$ cat src/rtl/ovl_pkg.sv
package ovl_pkg;
  typedef enum logic [1:0] {
    CU_IDLE = 2'd0,
    CU_RUN  = 2'd1,
    CU_HOLD = 2'd2
  } cu_state_e;

  localparam logic [1:0] RESP_IDLE  = 2'd0;
  localparam logic [1:0] RESP_READY = 2'd1;
  localparam logic [1:0] RESP_BUSY  = 2'd2;

  localparam logic OP_ARITH   = 1'b0;
  localparam logic OP_MOVEOUT = 1'b1;

  localparam logic [2:0] FMT_LAST_BIN = 3'd2;

  function automatic logic fmt_is_slow(input logic [2:0] fmt);
    return fmt > FMT_LAST_BIN;
  endfunction
endpackage

$ cat src/rtl/ovl_cvt_unit.sv
module ovl_cvt_unit #(
  parameter int LAT_BIN  = 2,
  parameter int LAT_SLOW = 6
) (
  input  logic clk,
  input  logic rst_n,
  input  logic start,
  input  logic slow,
  output logic busy,
  output logic done
);
  localparam int LMAX = (LAT_BIN > LAT_SLOW) ? LAT_BIN : LAT_SLOW;
  localparam int CW   = $clog2(LMAX + 1);

  logic [CW-1:0] cnt_q, cnt_d;
  logic          cnt_en;

  always_comb begin
    cnt_d = cnt_q;
    if (start)
      cnt_d = slow ? CW'(LAT_SLOW) : CW'(LAT_BIN);
    else if (cnt_q != '0)
      cnt_d = cnt_q - CW'(1);
  end

  assign cnt_en = start || (cnt_q != '0);

  always_ff @(posedge clk or negedge rst_n) begin
    if (!rst_n)
      cnt_q <= '0;
    else if (cnt_en)
      cnt_q <= cnt_d;
  end

  assign busy = (cnt_q != '0);
  assign done = (cnt_q == CW'(1));
endmodule

$ cat src/rtl/ovl_apu_unit.sv
module ovl_apu_unit #(
  parameter int LAT = 8,
  parameter int RW  = 3
) (
  input  logic          clk,
  input  logic          rst_n,
  input  logic          start,
  input  logic [RW-1:0] start_dst,
  output logic          busy,
  output logic          done,
  output logic [RW-1:0] dst
);
  localparam int CW = $clog2(LAT + 1);

  logic [CW-1:0] cnt_q, cnt_d;
  logic          cnt_en;
  logic [RW-1:0] dst_q;

  always_comb begin
    cnt_d = cnt_q;
    if (start)
      cnt_d = CW'(LAT);
    else if (cnt_q != '0)
      cnt_d = cnt_q - CW'(1);
  end

  assign cnt_en = start || (cnt_q != '0);

  always_ff @(posedge clk or negedge rst_n) begin
    if (!rst_n)
      cnt_q <= '0;
    else if (cnt_en)
      cnt_q <= cnt_d;
  end

  always_ff @(posedge clk or negedge rst_n) begin
    if (!rst_n)
      dst_q <= '0;
    else if (start)
      dst_q <= start_dst;
  end

  assign busy = (cnt_q != '0);
  // final count is the rounding cycle
  assign done = (cnt_q == CW'(1));
  assign dst  = dst_q;
endmodule

$ cat src/rtl/ovl_issue_check.sv
module ovl_issue_check #(
  parameter int RW = 3
) (
  input  logic          cu_idle,
  input  logic          apu_busy,
  input  logic [RW-1:0] apu_dst,
  input  logic [2:0]    fmt,
  input  logic [RW-1:0] src,
  input  logic [RW-1:0] dst,
  output logic          slow,
  output logic          can_accept
);
  import ovl_pkg::*;

  logic conflict;

  assign slow       = fmt_is_slow(fmt);
  assign conflict   = apu_busy && ((src == apu_dst) || (dst == apu_dst));
  assign can_accept = cu_idle && !conflict && !(slow && apu_busy);
endmodule

$ cat src/rtl/ovl_overlap_ctrl.sv
module ovl_overlap_ctrl #(
  parameter int REG_W        = 3,
  parameter int CVT_LAT_BIN  = 2,
  parameter int CVT_LAT_SLOW = 6,
  parameter int APU_LAT      = 8
) (
  input  logic             clk,
  input  logic             rst_n,
  input  logic             issue_valid,
  input  logic             issue_op,
  input  logic [2:0]       issue_fmt,
  input  logic [REG_W-1:0] issue_src,
  input  logic [REG_W-1:0] issue_dst,
  output logic             issue_ready,
  output logic [1:0]       resp,
  output logic             wb_valid,
  output logic [REG_W-1:0] wb_reg,
  output logic             xfer_valid,
  output logic [REG_W-1:0] xfer_reg
);
  import ovl_pkg::*;

  // reset: asserted asynchronously, released on the clock
  logic [1:0] rst_sync_q;
  logic       rst_int_n;

  always_ff @(posedge clk or negedge rst_n) begin
    if (!rst_n)
      rst_sync_q <= 2'b00;
    else
      rst_sync_q <= {rst_sync_q[0], 1'b1};
  end
  assign rst_int_n = rst_sync_q[1];

  cu_state_e        cu_q, cu_d;
  logic             cu_idle, cu_hold;
  logic             tok_op_q;
  logic [REG_W-1:0] tok_src_q, tok_dst_q;

  logic             accept, can_accept, slow;
  logic             cvt_busy, cvt_done;
  logic             apu_start, apu_busy, apu_done, apu_free;
  logic [REG_W-1:0] apu_dst;

  logic             wb_d, xfer_d;
  logic             wb_q, xfer_q;
  logic [REG_W-1:0] wb_reg_q, xfer_reg_q;

  assign cu_idle = (cu_q == CU_IDLE);
  assign cu_hold = (cu_q == CU_HOLD);

  ovl_issue_check #(.RW(REG_W)) u_check (
    .cu_idle    (cu_idle),
    .apu_busy   (apu_busy),
    .apu_dst    (apu_dst),
    .fmt        (issue_fmt),
    .src        (issue_src),
    .dst        (issue_dst),
    .slow       (slow),
    .can_accept (can_accept)
  );

  assign issue_ready = can_accept;
  assign accept      = issue_valid && can_accept;

  ovl_cvt_unit #(.LAT_BIN(CVT_LAT_BIN), .LAT_SLOW(CVT_LAT_SLOW)) u_cvt (
    .clk   (clk),
    .rst_n (rst_int_n),
    .start (accept),
    .slow  (slow),
    .busy  (cvt_busy),
    .done  (cvt_done)
  );

  ovl_apu_unit #(.LAT(APU_LAT), .RW(REG_W)) u_apu (
    .clk       (clk),
    .rst_n     (rst_int_n),
    .start     (apu_start),
    .start_dst (tok_dst_q),
    .busy      (apu_busy),
    .done      (apu_done),
    .dst       (apu_dst)
  );

  // engine can take an operand when empty or in its rounding cycle
  assign apu_free = !apu_busy || apu_done;

  always_comb begin
    cu_d = cu_q;
    unique case (cu_q)
      CU_IDLE: if (accept) cu_d = CU_RUN;
      CU_RUN: begin
        if (cvt_done) begin
          if (tok_op_q == OP_MOVEOUT || apu_free)
            cu_d = CU_IDLE;
          else
            cu_d = CU_HOLD;
        end
      end
      CU_HOLD: if (apu_free) cu_d = CU_IDLE;
      default: cu_d = CU_IDLE;
    endcase
  end

  always_ff @(posedge clk or negedge rst_int_n) begin
    if (!rst_int_n)
      cu_q <= CU_IDLE;
    else
      cu_q <= cu_d;
  end

  always_ff @(posedge clk or negedge rst_int_n) begin
    if (!rst_int_n) begin
      tok_op_q  <= OP_ARITH;
      tok_src_q <= '0;
      tok_dst_q <= '0;
    end else if (accept) begin
      tok_op_q  <= issue_op;
      tok_src_q <= issue_src;
      tok_dst_q <= issue_dst;
    end
  end

  assign apu_start = ((cu_q == CU_RUN) && cvt_done && (tok_op_q == OP_ARITH) && apu_free)
                  || (cu_hold && apu_free);

  assign xfer_d = (cu_q == CU_RUN) && cvt_done && (tok_op_q == OP_MOVEOUT);
  assign wb_d   = apu_done;

  always_ff @(posedge clk or negedge rst_int_n) begin
    if (!rst_int_n) begin
      wb_q   <= 1'b0;
      xfer_q <= 1'b0;
    end else begin
      wb_q   <= wb_d;
      xfer_q <= xfer_d;
    end
  end

  always_ff @(posedge clk or negedge rst_int_n) begin
    if (!rst_int_n)
      wb_reg_q <= '0;
    else if (wb_d)
      wb_reg_q <= apu_dst;
  end

  always_ff @(posedge clk or negedge rst_int_n) begin
    if (!rst_int_n)
      xfer_reg_q <= '0;
    else if (xfer_d)
      xfer_reg_q <= tok_src_q;
  end

  always_comb begin
    if (cu_idle && !cvt_busy && !apu_busy && !wb_q && !xfer_q)
      resp = RESP_IDLE;
    else if (!cu_idle || (issue_valid && !can_accept))
      resp = RESP_BUSY;
    else
      resp = RESP_READY;
  end

  assign wb_valid   = wb_q;
  assign wb_reg     = wb_reg_q;
  assign xfer_valid = xfer_q;
  assign xfer_reg   = xfer_reg_q;
endmodule

$ cat config.mk
export PLATFORM = sky130hd
export DESIGN_NAME = ovl_overlap_ctrl
export DESIGN_NICKNAME = d
export VERILOG_FILES = /design/src/rtl/ovl_pkg.sv /design/src/rtl/ovl_cvt_unit.sv /design/src/rtl/ovl_apu_unit.sv /design/src/rtl/ovl_issue_check.sv /design/src/rtl/ovl_overlap_ctrl.sv
export SDC_FILE = /design/constraint.sdc
export NUM_CORES = 1
export LEC_CHECK = 0
export ABC_AREA = 1
export BUFFER_PORTS_ARGS = -buffer_cell sky130_fd_sc_hd__buf_2
export CAP_MARGIN = 20
export CELL_PAD_IN_SITES_DETAIL_PLACEMENT = 2
export CELL_PAD_IN_SITES_GLOBAL_PLACEMENT = 2
export CORE_ASPECT_RATIO = 1.4
export CORE_UTILIZATION = 33
export CTS_CLUSTER_DIAMETER = 100
export DETAILED_ROUTE_END_ITERATION = 8
export GPL_ROUTABILITY_DRIVEN = 0
export GPL_TIMING_DRIVEN = 0
export HOLD_SLACK_MARGIN = 0.03
export PLACE_DENSITY = 0.78
export SLEW_MARGIN = 5
export SYNTH_ARGS = -nofsm -noshare
export SYNTH_HDL_FRONTEND = slang
export SYNTH_SLANG_ARGS = --single-unit
$ cat constraint.sdc
create_clock -name clk -period 1.7 [get_ports clk]
set_clock_uncertainty 0.1 [all_clocks]
set_input_delay 0.425 -clock clk [delete_from_list [all_inputs] [get_ports clk]]
set_output_delay 0.425 -clock clk [all_outputs]
set_load 0.005 [all_outputs]
### Yosys cells after proc, flatten, opt, wreduce, memory -nomap -nowiden

Cells that the tools add are included.

| word-level totals | value |
|---|---|
| logic and storage cells | 75 |
| bits in registers | 29 |
| output and inout bits | 11 |
| input port bits | 13 |

| cells by class | value |
|---|---|
| muxes and demuxes | 12 |
| reductions and logical operators | 38 |
| add/sub/neg operators | 2 |
| $lt $le $gt $ge | 1 |
| equal/unequal tests | 9 |
| bitwise operators | 1 |

Operator list:

| operator | count |
|---|---|
| 1-bit logical AND | 15 |
| 2-bit two-way mux | 6 |
| 3-bit two-way mux | 3 |
| 1-bit zero test | 8 |
| 4-bit two-way mux | 2 |
| 1-bit logical OR | 7 |
| 3-bit equality test | 2 |
| 2-bit one-hot mux with 3 select lines | 1 |
| 4-bit by 1-bit equality test with 1-bit output (second input constant) | 1 |
| 2-bit by 1-bit inequality test with 1-bit output (second input constant) | 2 |
| 2-bit AND reduction | 2 |
| 2-bit nonzero test | 2 |
| 4-bit nonzero test | 1 |
| 4-bit by 1-bit subtractor with 4-bit output (second input constant) | 1 |
| 3-bit by 1-bit equality test with 1-bit output (second input constant) | 1 |
| 3-bit by 2-bit > comparator with 1-bit output (second input constant) | 1 |
| 3-bit AND reduction | 1 |
| 3-bit nonzero test | 1 |
| 3-bit by 1-bit subtractor with 3-bit output (second input constant) | 1 |
| 2-bit by 1-bit equality test with 1-bit output (second input constant) | 1 |
| 2-bit equality test (second input constant) | 1 |
| 2-bit zero test | 1 |
| 2-bit inequality test (second input constant) | 1 |
| 1-bit NOT | 1 |

### Longest topological paths before layout

| logic depth | value |
|---|---|
| word-level depth | 11 |
| depth in mapped cells | 10 |
| gate-level depth less buffers | 10 |

### Modules after synthesis

From an unflattened synthesis, not the netlist that was laid out.

| unflattened totals | value |
|---|---|
| cell total of the unflattened synthesis | 186 |
| area total of the unflattened synthesis | 1493.9 um^2 |

Modules (own cells, without submodules):

| module | cells each | instances | area each (um^2) | sequential area each (um^2) |
|---|---|---|---|---|
| ovl_overlap_ctrl | 91 | 1 | 777.0 | 475.5 |
| ovl_apu_unit | 41 | 1 | 354.1 | 175.2 |
| ovl_cvt_unit | 29 | 1 | 227.7 | 75.1 |
| ovl_issue_check | 25 | 1 | 135.1 | 0.0 |

### Worst setup path after synthesis

OpenSTA, ideal clock, no wires.

| path | value |
|---|---|
| path kind | register -> output |
| from | register u_apu.cnt_q[0] |
| to | output resp[0] |
| slack | 27 ps |
| stages on the path, launching flop included | 7 |
| arrival time | 1148 ps |
| cells stage by stage | dfrtp_1 inv_1 ha_1 nand2_4 nand2_1 o21ai_0 a21oi_1 |

| between the ends | value |
|---|---|
| longest elaborated chain between the ends | 10 |
| elaborated cells on any way between the ends | 16 |
| classes of those cells | mux: 2; reduce/logical: 14 |

RTL lines:

| what | RTL line | text |
|---|---|---|
| start, declared | ovl_apu_unit.sv:15 | `logic [CW-1:0] cnt_q, cnt_d;` |
| start signal, assigned | ovl_apu_unit.sv:33 | `cnt_q <= cnt_d;` |
| 4-bit nonzero test * | ovl_apu_unit.sv:43 | `assign busy = (cnt_q != '0);` |
| 1-bit logical AND | ovl_issue_check.sv:18 | `assign conflict = apu_busy && ((src == apu_dst) \|\| (dst == apu_dst));` |
| 1-bit zero test | ovl_issue_check.sv:19 | `assign can_accept = cu_idle && !conflict && !(slow && apu_busy);` |
| 1-bit logical AND (2 in series) | ovl_issue_check.sv:19 |  |
| 1-bit zero test | ovl_overlap_ctrl.sv:157 | `else if (!cu_idle \|\| (issue_valid && !can_accept))` |
| 1-bit logical AND | ovl_overlap_ctrl.sv:157 |  |
| 1-bit logical OR | ovl_overlap_ctrl.sv:157 |  |
| 2-bit two-way mux | ovl_overlap_ctrl.sv:157 |  |
| 2-bit two-way mux * | ovl_overlap_ctrl.sv:155 | `if (cu_idle && !cvt_busy && !apu_busy && !wb_q && !xfer_q)` |
| end, declared | ovl_overlap_ctrl.sv:15 | `output logic [1:0] resp,` |

Mark *: on every way between the ends. The rest lies on a longest branch, timed or not.

### Final worst setup path

| path | value |
|---|---|
| from | register u_apu.dst_q[1] (netlist: u_apu.dst[1]) |
| to | output resp[0] |

| between the ends | value |
|---|---|
| longest elaborated chain between the ends | 11 |
| elaborated cells on any way between the ends | 12 |
| classes of those cells | eq/ne: 2; mux: 2; reduce/logical: 8 |

RTL lines:

| what | RTL line | text |
|---|---|---|
| start, declared | ovl_apu_unit.sv:17 | `logic [RW-1:0] dst_q;` |
| start signal, assigned | ovl_apu_unit.sv:40 | `dst_q <= start_dst;` |
| 3-bit equality test | ovl_issue_check.sv:18 |  |
| 1-bit logical OR * | ovl_issue_check.sv:18 |  |
| 1-bit logical AND * | ovl_issue_check.sv:18 |  |
| 1-bit zero test * | ovl_issue_check.sv:19 |  |
| 1-bit logical AND * (2 in series) | ovl_issue_check.sv:19 |  |
| 1-bit zero test * | ovl_overlap_ctrl.sv:157 |  |
| 1-bit logical AND * | ovl_overlap_ctrl.sv:157 |  |
| 1-bit logical OR * | ovl_overlap_ctrl.sv:157 |  |
| 2-bit two-way mux * | ovl_overlap_ctrl.sv:157 |  |
| 2-bit two-way mux * | ovl_overlap_ctrl.sv:155 |  |

Marks and branches as above.

==> results.tsv <==
stage	metric	value	unit
run_status	status	finished, violations left	
run_status	failed_checks	DRC, setup timing	
logic_synthesis	synthTopCellsByArea	dfrtp_1 50%, nand2_1 12%, inv_1 6.0%, ha_1 5.2%, o21ai_0 4.2%	
global_routing	grt_pass1_vias	1511	
placed_design	pre_cts_ws	-0.2964	ns
logic_synthesis	yosys_warnings	0	
sta	setup_tns	-4.031	ns
sta	setup_ws	-0.3862	ns
cells_and_area	stdcell_count	263	
logic_synthesis	async_flop_share	100.0	%
sta	timing.fmax	479.3	MHz
detailed_routing	drc_errors	3	
logic_synthesis	yosysTopAreaCell	dfrtp_1	
pwr	leakage	1.114	nW
die	die_w	57.95	microns
logic_synthesis	syn_inst	164	
cts	cts_sinks	29	
critical_path	critPathMaxFanout	4	
cells_and_area	nFillCells	462	
die	initial_utilization	34.40	%
critical_path	arrival	1.56	ns
critical_path	cpMostUsedCell	nand3_4	
logic_synthesis	synth.most_common_cell	nand2_1	
global_routing	grt_usage	24.11	%
cts	cts_tree	yes	
critical_path	crit_family	flip-flops	
cells_and_area	synthToLayoutAreaGrowth	47.32	%
die	core-area	4204	sq um
logic_synthesis	synth_edf_count	0	
placed_design	dp_hpwl	2987	microns
logic_synthesis	synth_top_area_share	50.17	%
sta	setup_viol	15	
cts	cts_htree_levels	2	
placed_design	port_buffers	23	
detailed_routing	postRouteAntennaNets	0	
cells_and_area	largest_register	u_apu.cnt_q	
pwr	peakVddDrop	0.8345	mV
logic_synthesis	yosys_most_used_dff	dfrtp_1	
pwr	power.density	1831	nW/um^2
pwr	total_power	3.902	mW
detailed_routing	routed_via_density	5.053	
cts	clock_path_buffers	2	
logic_synthesis	synthTopCellsByCount	45 x nand2_1, 29 x dfrtp_1, 23 x inv_1, 12 x o21ai_0, 8 x nand3_1	
detailed_routing	vias	1329	
sta	period_minus_slack	2.086	ns
logic_synthesis	synthDistinctLibCells	27	
cells_and_area	final_cell_area	2131	sq um
critical_path	timing.rr.end	tok_dst_q[1]$_DFFE_PN0P_	
logic_synthesis	synth_nets	183	
critical_path	timing.critical_path.buf_inv	1	
sta	rsz0062_at_grt	yes	
cts	clk_pin_slew	0.07	ns
critical_path	reg2reg_depth	13	
global_routing	antenna_found_initial	0	
cts	numCtsBuffers	5	
detailed_routing	drt_pass1_iterations	8	
critical_path	startpoint_type	flop	
cells_and_area	layout.nets	236	
worst_hold_path	hold_class	flop to async pin	
global_routing	grt_pass1_wl	7948	microns
logic_synthesis	seq_area_frac_synth	50.17	%
cells_and_area	antenna_cells	0	
logic_synthesis	syn_area	1446	sq um
sta	hold_viol	0	
die	row_count	28	
critical_path	r2r_start	u_apu.dst[1]$_DFFE_PN0P_	
sta	maxSlewViolCount	0	
cts	clk_latency	0.29	ns
die	die_h	80.34	microns
logic_synthesis	syn_area_per_cell	8.819	sq um
cells_and_area	largest_reg_flops	4	
placed_design	placedCellCount	233	
logic_synthesis	ys_seq_elements	29	
detailed_routing	dr.first_iter.drc_count	31	
cts	clockRootBuffer	clkbuf_8	
placed_design	placed_area	1645	sq um
critical_path	crit_slowest_cell	dfrtp_2	
critical_path	cp_cell_sequence	xnor2_2, nand3_4, nand3_4, nand2_4, o21ai_2, a21oi_1, buf_2	
cells_and_area	drive_gt1_share	50.46	%
global_routing	grt_max_degree	21	
flow_run	drv_cap	0	
critical_path	crit_required	1.17	ns
die	die-area	4655	sq um
critical_path	critPathCaptureType	primary output	
detailed_routing	finalWirelength	5367	microns
critical_path	cp_slowest_stage_delay	0.46	ns
sta	fin_crit_sh	122.7	%
critical_path	r2r_setup_slack	-0.30	ns
critical_path	critical_path_class	flop to primary output	
detailed_routing	drt-wirelength-per-cell	20.41	microns
die	io_pins	24	
global_routing	grt_overflow_total	0	
layer usage:
metal | share of wire, % | vias to the layer above | GRT usage, %
met1 | 38 | 670 | 26.21
li1 | - | 617 | -
met2 | 57 | 32 | 44.14
met4 | 2.6 | 0 | 11.19
met3 | 2.6 | 10 | 4.509
met5 | 0 | - | 0
per-stage QoR:
step           hold slack [ns]  utilization [%]
4_1_cts                0.08356            46.96
2_1_floorplan          0.02941                -
3_3_place_gp            0.1102            38.48
5_1_grt                0.09876            50.68
6_report               0.08006            50.68
3_5_place_dp           0.08361            39.14
cells in the final DEF (no fill, tap or decap), types with 2 or more instances in the layout:
| cell | instances |
|---|---|
| a21oi_1 | 5 |
| buf_12 | 2 |
| buf_2 | 23 |
| buf_4 | 12 |
| buf_6 | 7 |
| clkbuf_8 | 7 |
| dfrtp_1 | 27 |
| dfrtp_2 | 2 |
| ha_1 | 4 |
| ha_2 | 2 |
| inv_1 | 15 |
| inv_2 | 8 |
| inv_4 | 2 |
| nand2_1 | 26 |
| nand2_2 | 16 |
| nand2_4 | 5 |
| nand3_1 | 4 |
| nand3_4 | 3 |
| nor2_1 | 7 |
| nor2_4 | 2 |
| nor3_1 | 2 |
| o21ai_0 | 9 |
| o21ai_2 | 7 |
| or2_4 | 2 |
| xnor2_1 | 2 |
| xnor2_2 | 2 |
layout make-up:
cell class	count	area (sq um)	share of cell area (%)
Buffer	1	15.01	0.7046
Clock buffer	7	96.34	4.521
Clock inverter	1	5.005	0.2349
Inverter	25	98.84	4.639
Multi-Input combinational cell	109	769.5	36.11
Sequential cell	29	728.2	34.18
Tap cell	45	56.30	2.642
Timing Repair Buffer	46	361.6	16.97
how the worst max path moves through the flow:
stage / from / to / slack, ns / depth (start not counted)
6_report: u_apu.dst[1]$_DFFE_PN0P_ / resp[0] / -0.39 / 7
5_1_grt: u_apu.dst[1]$_DFFE_PN0P_ / resp[0] / -0.47 / 7
4_1_cts: u_apu.dst[2]$_DFFE_PN0P_ / resp[0] / -0.36 / 9
3_5_place_dp: issue_dst[2] / resp[0] / -0.30 / 10
3_3_place_gp: issue_dst[2] / resp[0] / -0.21 / 10
2_1_floorplan: u_apu.cnt_q[0]$_DFFE_PN0P_ / resp[0] / 0.03 / 6
what timing repair did:
action	in CTS	in global routing
pin swaps	10	14
setup buffers	15	9
hold buffers	1	0
gates resized for setup	22	41
cloned	1	0
hold endpoints to repair	2	0
endpoints found under the setup margin	17	22
power breakdown:
| part | total (mW) | internal, mW | switching (mW) |
|---|---|---|---|
| sequential | 1.24 | 0.985 | 0.257 |
| combinational | 2.01 | 0.891 | 1.12 |
| clock | 0.648 | 0.366 | 0.282 |
| total | 3.90 | 2.24 | 1.66 |
worst reg2reg max path: cells and delay by family, from the launching register on:
family | cells | cell delay [ns]
AO/OA/AOI/OAI | 1 | 0.11
buffers and inverters | 5 | 0.55
flip-flops | 1 | 0.46
AND/OR/NAND/NOR | 7 | 0.67
cells by family (layout without fill, tap and decap cells):
| kind of cell | count (synthesis) | count (layout) | synth area share (%) |
|---|---|---|---|
| AND/OR/NAND/NOR | 71 | 71 | 22.49 |
| flip-flops | 29 | 29 | 50.17 |
| AO/OA/AOI/OAI | 26 | 26 | 11.42 |
| buffers and inverters | 26 | 80 | 7.439 |
| adder cells (fa/ha/maj) | 6 | 6 | 5.190 |
| XOR/XNOR | 5 | 5 | 3.028 |
| other | 1 | 1 | 0.2593 |
No activity file was read; power rests on OpenSTA's default activity.
